File: config.mk
export PLATFORM = sky130hd
export DESIGN_NAME = status_flag_reg
export DESIGN_NICKNAME = d
export VERILOG_FILES = /design/src/rtl/flag_pkg.sv /design/src/rtl/flag_cmd_decode.sv /design/src/rtl/flag_next_state.sv /design/src/rtl/flag_byte_snap.sv /design/src/rtl/status_flag_reg.sv
export SDC_FILE = /design/constraint.sdc
export NUM_CORES = 1
export LEC_CHECK = 0
export BUFFER_PORTS_ARGS = -buffer_cell sky130_fd_sc_hd__buf_4
export CORE_UTILIZATION = 47
export DETAILED_ROUTE_END_ITERATION = 16
export PLACE_DENSITY = 0.82
export SLEW_MARGIN = 0
export SYNTH_ARGS = -nofsm -noshare
export SYNTH_HDL_FRONTEND = slang
export SYNTH_HIERARCHICAL = 1
export SYNTH_SLANG_ARGS = --single-unit
export TNS_END_PERCENT = 100
File: constraint.sdc
create_clock -name clk -period 3.4 [get_ports clk]
set_input_delay 0.68 -clock clk [delete_from_list [all_inputs] [get_ports clk]]
set_output_delay 0.68 -clock clk [all_outputs]
set_load 0.005 [all_outputs]
File: src/rtl/flag_pkg.sv
package flag_pkg;

    localparam int BYTE_W = 8;
    localparam int CMD_W  = 3;
    localparam int ALU_W  = 6;

    localparam int POS_CF  = 0;
    localparam int POS_ONE = 1;
    localparam int POS_PF  = 2;
    localparam int POS_AF  = 4;
    localparam int POS_ZF  = 6;
    localparam int POS_SF  = 7;

    typedef struct packed {
        logic ie;
        logic of;
        logic sf;
        logic zf;
        logic af;
        logic pf;
        logic cf;
    } flags_t;

    typedef enum logic [CMD_W-1:0] {
        CMD_IDLE  = 3'd0,
        CMD_CLR_C = 3'd1,
        CMD_SET_C = 3'd2,
        CMD_CPL_C = 3'd3,
        CMD_CLR_I = 3'd4,
        CMD_SET_I = 3'd5,
        CMD_LOAD  = 3'd6,
        CMD_SNAP  = 3'd7
    } cmd_e;

    typedef enum logic [1:0] {
        COP_CLR = 2'd0,
        COP_SET = 2'd1,
        COP_CPL = 2'd2
    } carry_op_e;

    typedef struct packed {
        logic      carry_en;
        carry_op_e carry_op;
        logic      int_en;
        logic      int_val;
        logic      load_en;
        logic      snap_en;
        logic      alu_en;
    } ctrl_t;

    function automatic logic [BYTE_W-1:0] pack_flags(input flags_t f);
        logic [BYTE_W-1:0] b;
        b          = '0;
        b[POS_CF]  = f.cf;
        b[POS_ONE] = 1'b1;
        b[POS_PF]  = f.pf;
        b[POS_AF]  = f.af;
        b[POS_ZF]  = f.zf;
        b[POS_SF]  = f.sf;
        return b;
    endfunction

    function automatic flags_t merge_byte(input flags_t f, input logic [BYTE_W-1:0] b);
        flags_t r;
        r    = f;
        r.cf = b[POS_CF];
        r.pf = b[POS_PF];
        r.af = b[POS_AF];
        r.zf = b[POS_ZF];
        r.sf = b[POS_SF];
        return r;
    endfunction

    function automatic flags_t merge_alu(input flags_t f, input logic [ALU_W-1:0] a);
        flags_t r;
        r    = f;
        r.cf = a[0];
        r.pf = a[1];
        r.af = a[2];
        r.zf = a[3];
        r.sf = a[4];
        r.of = a[5];
        return r;
    endfunction

endpackage

File: src/rtl/flag_cmd_decode.sv
module flag_cmd_decode
    import flag_pkg::*;
(
    input  logic [CMD_W-1:0] cmd,
    input  logic             alu_we,
    output ctrl_t            ctrl
);
    always_comb begin
        ctrl          = '0;
        ctrl.carry_op = COP_CLR;
        unique case (cmd_e'(cmd))
            CMD_IDLE:  ctrl.alu_en = alu_we;
            CMD_CLR_C: begin ctrl.carry_en = 1'b1; ctrl.carry_op = COP_CLR; end
            CMD_SET_C: begin ctrl.carry_en = 1'b1; ctrl.carry_op = COP_SET; end
            CMD_CPL_C: begin ctrl.carry_en = 1'b1; ctrl.carry_op = COP_CPL; end
            CMD_CLR_I: begin ctrl.int_en = 1'b1; ctrl.int_val = 1'b0; end
            CMD_SET_I: begin ctrl.int_en = 1'b1; ctrl.int_val = 1'b1; end
            CMD_LOAD:  ctrl.load_en = 1'b1;
            CMD_SNAP:  ctrl.snap_en = 1'b1;
            default:   ctrl = '0;
        endcase
    end
endmodule

File: src/rtl/flag_next_state.sv
module flag_next_state
    import flag_pkg::*;
(
    input  flags_t            cur,
    input  ctrl_t             ctrl,
    input  logic [BYTE_W-1:0] byte_in,
    input  logic [ALU_W-1:0]  alu_flags,
    output flags_t            nxt
);
    always_comb begin
        nxt = cur;
        if (ctrl.carry_en) begin
            case (ctrl.carry_op)
                COP_CLR: nxt.cf = 1'b0;
                COP_SET: nxt.cf = 1'b1;
                COP_CPL: nxt.cf = ~cur.cf;
                default: nxt.cf = cur.cf;
            endcase
        end else if (ctrl.int_en) begin
            nxt.ie = ctrl.int_val;
        end else if (ctrl.load_en) begin
            nxt = merge_byte(cur, byte_in);
        end else if (ctrl.alu_en) begin
            nxt = merge_alu(cur, alu_flags);
        end
    end
endmodule

File: src/rtl/flag_byte_snap.sv
module flag_byte_snap
    import flag_pkg::*;
(
    input  logic              clk,
    input  logic              rst,
    input  logic              snap_en,
    input  flags_t            cur,
    output logic [BYTE_W-1:0] byte_q
);
    always_ff @(posedge clk) begin
        if (rst)          byte_q <= pack_flags('0);
        else if (snap_en) byte_q <= pack_flags(cur);
    end
endmodule

File: src/rtl/status_flag_reg.sv
module status_flag_reg
    import flag_pkg::*;
(
    input  logic              clk,
    input  logic              rst,
    input  logic [CMD_W-1:0]  cmd,
    input  logic [BYTE_W-1:0] byte_in,
    input  logic              alu_we,
    input  logic [ALU_W-1:0]  alu_flags,
    output logic [BYTE_W-1:0] byte_out,
    output logic              cf,
    output logic              pf,
    output logic              af,
    output logic              zf,
    output logic              sf,
    output logic              of,
    output logic              ie
);
    ctrl_t  ctrl;
    flags_t flags_q;
    flags_t flags_d;

    flag_cmd_decode u_dec (
        .cmd    (cmd),
        .alu_we (alu_we),
        .ctrl   (ctrl)
    );

    flag_next_state u_nxt (
        .cur       (flags_q),
        .ctrl      (ctrl),
        .byte_in   (byte_in),
        .alu_flags (alu_flags),
        .nxt       (flags_d)
    );

    always_ff @(posedge clk) begin
        if (rst) flags_q <= '0;
        else     flags_q <= flags_d;
    end

    flag_byte_snap u_snap (
        .clk     (clk),
        .rst     (rst),
        .snap_en (ctrl.snap_en),
        .cur     (flags_q),
        .byte_q  (byte_out)
    );

    assign cf = flags_q.cf;
    assign pf = flags_q.pf;
    assign af = flags_q.af;
    assign zf = flags_q.zf;
    assign sf = flags_q.sf;
    assign of = flags_q.of;
    assign ie = flags_q.ie;
endmodule

==> results of run 1 <==
==> cell usage in the layout (no fill, tap or decap), types with 2 or more instances in the layout <==
cell	Yosys	final
a22oi_1	4	4
a31oi_1	3	3
and3b_1	2	2
buf_4	3	28
clkbuf_4	0	3
conb_1	2	3
dfxtp_1	12	12
mux2i_1	6	6
nor2_1	7	7
nor2b_1	12	12
nor3b_2	2	2
o21ai_1	5	5
==> report_power, final <==
group / switching (mW) / internal [mW] / leakage (nW)
combinational: 0.0240 / 0.0316 / 0.295
clock: 0.0458 / 0.0410 / 0.0138
sequential: 0.00357 / 0.144 / 0.0971
==> cells by family after synthesis <==
kind of cell / after synthesis
AND/OR/NAND/NOR: 31
AO/OA/AOI/OAI: 16
flip-flops: 12
multiplexers: 9
buffers and inverters: 7
other: 2
==> layer usage <==
metal,vias to the layer above,wire length [um],GRT usage
met2,33,733,0.332
met5,-,0,0
li1,318,-,-
met3,2,90,0.0652
met4,0,14,0.125
met1,300,640,0.236
==> synthesized netlist by cell type <==
cell      instances  share of area
nor2_1            7          0.037
mux2i_1           6          0.084
a22oi_1           4          0.042
buf_6             2          0.032
nor2b_1          12           0.11
buf_2             1         0.0070
nand2_1           1         0.0053
or2_0             1         0.0088
o21ai_0           1         0.0070
inv_1             1         0.0053
buf_4             3          0.032
nor2b_2           1          0.012
nor4bb_1          1          0.014
and3b_2           1          0.014
nor3b_2           2          0.035
mux2_4            1          0.021
o211ai_1          1          0.011
conb_1            2          0.011
and3_2            1          0.011
and3b_1           2          0.025
nor4b_2           1          0.021
a31oi_1           3          0.026
o21ba_2           1          0.014
dfxtp_1          12           0.34
o21ai_1           5          0.035
mux2_1            1          0.016
mux2_2            1          0.016
a21oi_1           1         0.0070
and2_1            1         0.0088
==> critical path: stages <==
cell,delay [ns]
buf_4,0.14
nor4b_2,0.73
nor2b_2,0.29
nand2_1,0.08
mux2_4,0.30
nor2b_1,0.13
==> flip-flops by register name, indices dropped and copies added (netlist names) <==
signal and flops:
u_snap/byte_q 5, af 1, cf 1, ie 1, of 1, pf 1, sf 1, zf 1
==> path summary, 6_finish.rpt <==
kind / from / end / cells past startpoint / slack, ns
worst max-delay path: cmd[2] / of / 6 / 1.22
worst min-delay path: u_snap/byte_q[7] / u_snap/byte_q[7] / 2 / 0.51
worst max register to register: cf / cf / 4 / 2.31
worst min register to register: u_snap/byte_q[7] / u_snap/byte_q[7] / 2 / 0.51
==> final cells by class <==
class / instances / area share
clock buffers: 3 / 0.0246
inverters: 1 / 0.00409
multi-input cells: 59 / 0.460
flip-flops and latches: 12 / 0.262
well taps: 15 / 0.0205
repair buffers: 28 / 0.229
==> through the flow <==
stage / hold slack [ns] / instances / cell area, sq um
final: 0.506 / 118 / 917
after global routing: 0.535 / 118 / 917
after CTS: 0.511 / 118 / 917
after detailed placement: 0.493 / 115 / 895
after global placement: 0.474 / 115 / 895
after floorplan: 0.485 / 78 / 716
==> summary.txt, run 1 <==
Status
  – Status: completed

Power and ir drop
  – Final total power: 0.290 mW
  – Peak VDD IR: between 0.2 and 0.25 mV
  – Pwr Density: between 300 and 400 nW/um^2
  – Leakage: just over 0.4 nW

Die
  – Initial core utilization: 0.527
  – I/O Pins: 35
  – Core ar.: around 1400 sq um
  – Die Y: just over 40 um
  – Cell Rows: 13
  – Die W: about 40 um
  – Die area: between 1500 and 2000 sq um

STA
  – Setup TNS: 0 ns
  – Final Max Slew Viols: 0
  – Final hold violations: 0
  – RSZ-0062 raised after global routing: no
  – Final setup violation count: 0
  – Worst rel slew slack: 0.464
  – Period minus WS final: between 2 and 2.5 ns
  – Maximum clock frequency: approximately 460 MHz
  – Tcrit/Tclk final: 0.640
  – Slew @ Worst Pin: 0.802 ns
  – Worst setup margin: about 1.2 ns
  – Setup Skew: 0.000548 ns

Placement
  – Gpl congestion: approximately 0.75
  – Placement Setup Slack: ~0.99 ns
  – Detailed Place HPWL: about 1100 um
  – Port buffer count: 28

Worst setup path
  – Crit-path max FO: 9
  – Critical path class: input pin to register
  – Startpoint types: input pin
  – CP required: 3.57 ns
  – CP arrival: 2.34 ns
  – CP Capture Type: register

CTS
  – Clk root buf: clkbuf_4
  – Worst-path clk slew: about 0.070 ns
  – Htree depth: 1
  – Clk_lat worst skew: roughly 0.27 ns
  – Post-CTS resize count: 0
  – Clock buffer depth: 2
  – Num CTS Buffers: 3
  – CTS tree: built
  – Setup bufs post-CTS: 0
  – Post-CTS Hold Fix Bufs: 0
  – Clk sinks: 12

Detailed routing
  – # DRC: 0
  – Final Routed Wirelength: 1480 um
  – Post-DRT Antenna Nets: 0
  – Total iterations of the first detailed-routing run: 4
  – Detailed Route Iter0 Violations: 15
  – WL/cell: approximately 13 um
  – Via count: 653
  – Drt via density: around 5.5

GRT
  – Initial antenna violation count: 0
  – Total track usage: 0.207
  – Pin count of the biggest net entering global routing: 13
  – First-pass GRT wire length: roughly 2200 um
  – Vias in the first global route: 518
  – GR Overflow Total: 0

Yosys
  – Simple-gate share of the synthesized area: 0.297
  – XOR/XNOR share of the synthesized area: 0
  – Mux contribution to synthesized area: 0.137
  – Largest family of logic cells by synthesized area: simple AND/OR/NAND/NOR gates
  – Yosys reg bits: 12
  – Mapped Cells: 77
  – Syn_area_per_cell: a little over 9 sq um
  – Sequential-to-total area share from yosys stat: 0.337
  – Synth Area in Adders: 0
  – Compound-Gate Fraction of Synth Area: 0.142
  – Netlist cell types: 29
  – Syn Std Cell Area: between 700 and 800 sq um
  – Synth warn: 6

Layout
  – Final design utilization: 0.679
  – Fillers: roughly 120
  – NumNets Final: 125
  – Multi-input logic area: 422 sq um
  – Layout cell share with drive strength beyond 1: 0.388
  – Register area: roughly 240 sq um
  – # diodes: 0
  – Synth-to-Final Area Change: 28.8%

Flow run
  – Max cap viols: 0

Worst hold path
  – Hold Path Class: register to register
No activity file was read; power rests on OpenSTA's default activity.
==> inputs of run 2 (changes only) <==
--- a/config.mk
+++ b/config.mk
@@ -6,9 +6,9 @@
 export NUM_CORES = 1
 export LEC_CHECK = 0
 export BUFFER_PORTS_ARGS = -buffer_cell sky130_fd_sc_hd__buf_4
-export CORE_UTILIZATION = 47
+export CORE_UTILIZATION = 39
 export DETAILED_ROUTE_END_ITERATION = 16
-export PLACE_DENSITY = 0.82
+export PLACE_DENSITY = 0.72
 export SLEW_MARGIN = 0
 export SYNTH_ARGS = -nofsm -noshare
 export SYNTH_HDL_FRONTEND = slang
==> constraint.sdc (replaced) <==
create_clock -name clk -period 1.74 [get_ports clk]
set_input_delay 0.348 -clock clk [delete_from_list [all_inputs] [get_ports clk]]
set_output_delay 0.348 -clock clk [all_outputs]
set_load 0.005 [all_outputs]
==> run 2 against run 1 <==
Net effect: design area rose by 6.3%; sequential power rose by 95%; count of clock-buffer cells in the layout did not move; global-route usage fell by 4.8 points; critical endpoint is now zf; largest cell class unchanged.
==> summary.txt, run 2 (synthesized netlist as in run 1, its figures left out) <==
Detailed routing
  – # DRC: 0 (unchanged)
  – Final Routed Wirelength: 1450 um (-2.0%)
  – Drt via density: 4.85 (-12%)
  – Total iterations of the first detailed-routing run: 4 (unchanged)
  – Via count: 650 (-0.46%)
  – WL/cell: 10.8 um (-14%)
  – Wire length on met3: 93 um (+3.3%)
  – Max layer used: met3
  – Detailed Route Iter0 Violations: 14 (-1)
  – DRT met1 WL: 633 um (-1.1%)
  – WL met2: 722 um (-1.5%)
  – Post-DRT Antenna Nets: 0 (unchanged)

Worst setup path
  – R2R Setup Slk: 0.64 ns (-1.67 ns)
  – CP Cell Sequence: buf_4 > buf_4 > o21ba_2 > or2_0 > a22oi_1 > o21ai_1 > nor2b_1
  – CP Capture Type: register
  – Crit path largest cell delay: 0.32 ns (-0.41 ns)
  – CP startpoint: cmd[1]
  – Terminus of the critical flop-to-flop path: cf
  – CP arrival: 1.62 ns (-0.72 ns)
  – Startpoint types: input pin
  – Worst path slowest cell: or2_0
  – Crit-path max FO: 7 (-2)
  – Critical path's most frequent cell: buf_4
  – Crit path capture: zf
  – Critical R2R Launch: cf
  – CP required: 1.91 ns (-1.66 ns)
  – Critical path class: input pin to register
  – Reg2reg path depth: 4 (unchanged)

Layout
  – # diodes: 0 (unchanged)
  – Most frequent cells in the layout: 34 x buf_4, 12 x nor2b_1, 12 x dfxtp_1, 7 x nor2_1, 6 x mux2i_1
  – Post-Layout Cell Count: 134 (+14%)
  – Fillers: 169 (+36%)
  – Register area: 240 sq um (unchanged)
  – Commonest non-fill, non-tap cell in the layout: buf_4
  – Final design utilization: 0.564 (-0.115)
  – Reg with most FFs: u_snap/byte_q
  – NumNets Final: 131 (+4.8%)
  – Max FFs per register: 5 (unchanged)
  – Layout cell share with drive strength beyond 1: 0.422 (+0.0337)
  – Synth-to-Final Area Change: 36.9%
  – Multi-input logic area: 422 sq um (unchanged)

Power and ir drop
  – Internal power: 0.432 mW (+99%)
  – Sequential power share: 0.506 (-0.004)
  – Leakage: 0.437 nW (+7.5%)
  – Pwr Density: 586 nW/um^2 (+85%)
  – Comb power frac: 0.205 (+0.014)
  – Net switching power: 0.139 mW (+90%)
  – Net Sw Frac: 0.244 (-0.00845)
  – Clk pwr share: 0.289 (-0.010)
  – Peak VDD IR: 0.411 mV (+90%)

GRT
  – First-pass GRT wire length: 2330 um (+6.6%)
  – Initial antenna violation count: 0 (unchanged)
  – Total track usage: 0.159 (-0.0481)
  – Pin count of the biggest net entering global routing: 13 (unchanged)
  – GR Overflow Total: 0 (unchanged)
  – Vias in the first global route: 542 (+4.6%)

Die
  – Core ar.: 1730 sq um (+28%)
  – Die W: 44.7 um (+9.3%)
  – Die Y: 44.7 um (+9.3%)
  – Cell Rows: 15 (+2)
  – Initial core utilization: 0.412 (-0.115)
  – I/O Pins: 35 (unchanged)
  – Die area: 2000 sq um (+19%)

Worst hold path
  – Hold Path Class: input pin to register

STA
  – Period minus WS final: 1.45 ns
  – Worst setup margin: 0.286 ns (-0.938 ns)
  – RSZ-0062 raised after global routing: no
  – Final Max Slew Viols: 0 (unchanged)
  – Setup TNS: 0 ns (unchanged)
  – Final hold violations: 0 (unchanged)
  – Final setup violation count: 0 (unchanged)
  – Maximum clock frequency: around 690 MHz
  – Setup Skew: 0.000243 ns (-0.000305 ns)
  – Hold_ws: 0.336 ns (-0.170 ns)
  – Tcrit/Tclk final: 0.835

CTS
  – Worst-path clk slew: 0.06 ns (about the same)
  – Setup bufs post-CTS: 0 (unchanged)
  – Htree depth: 1 (unchanged)
  – Clk sinks: 12 (unchanged)
  – Clk_lat worst skew: 0.27 ns (about the same)
  – Clk root buf: clkbuf_4
  – Num CTS Buffers: 3 (unchanged)
  – Clock buffer depth: 2 (unchanged)
  – Post-CTS Hold Fix Bufs: 0 (unchanged)
  – CTS tree: built
  – Post-CTS resize count: 0 (unchanged)

Placement
  – Detailed Place HPWL: 1140 um (+4.3%)
  – Port buffer count: 28 (unchanged)
  – Placement Setup Slack: 0.0101 ns (-0.976 ns)
  – Gpl congestion: 0.723 (-3.0%)
  – Placed insts: 131 (+14%)

Flow run
  – Max cap viols: 0 (unchanged)

Status
  – Status: completed
## run 2: metrics by stage
| stage | cell area [sq um] | power, mW |
|---|---|---|
| after floorplan | 716 | 0.356 |
| after CTS | 975 | 0.577 |
| after global routing | 975 | 0.605 |
| after global placement | 952 | 0.411 |
| after detailed placement | 952 | 0.413 |
| final | 975 | 0.571 |
## run 2: final cells by class
type / count / share of cell area
flip-flops and latches: 12 / 0.246
inverters: 1 / 0.00385
multi-input cells: 59 / 0.433
repair buffers: 34 / 0.262
clock buffers: 3 / 0.0231
well taps: 25 / 0.0321
## run 2: routing by layer
metal	global-route usage	vias to the layer above
li1	-	332
met1	0.200	297
met2	0.265	21
met3	0.0640	0
met4	0.0182	0
met5	0	-
## run 2: worst min path at each step
stage | startpoint | to | depth (start not counted)
floorplan | rst | af | 1
global placement | u_snap/byte_q[0] | u_snap/byte_q[0] | 2
detailed placement | u_snap/byte_q[7] | u_snap/byte_q[7] | 2
CTS | rst | zf | 2
global route | rst | cf | 2
finish | rst | zf | 2
## run 2: power by group through the flow
stage,sequential [mW],clock [mW],combinational [mW]
floorplan,0.295,0,0.0610
global placement,0.295,0,0.116
detailed placement,0.296,0,0.117
CTS,0.289,0.170,0.118
global route,0.290,0.186,0.129
finish,0.289,0.165,0.117
## run 2: worst max-delay path, delay by kind of cell
kind	cells	cell delay, ns
buf+inv	2	0.26
simple gates	2	0.45
compound gates	3	0.56
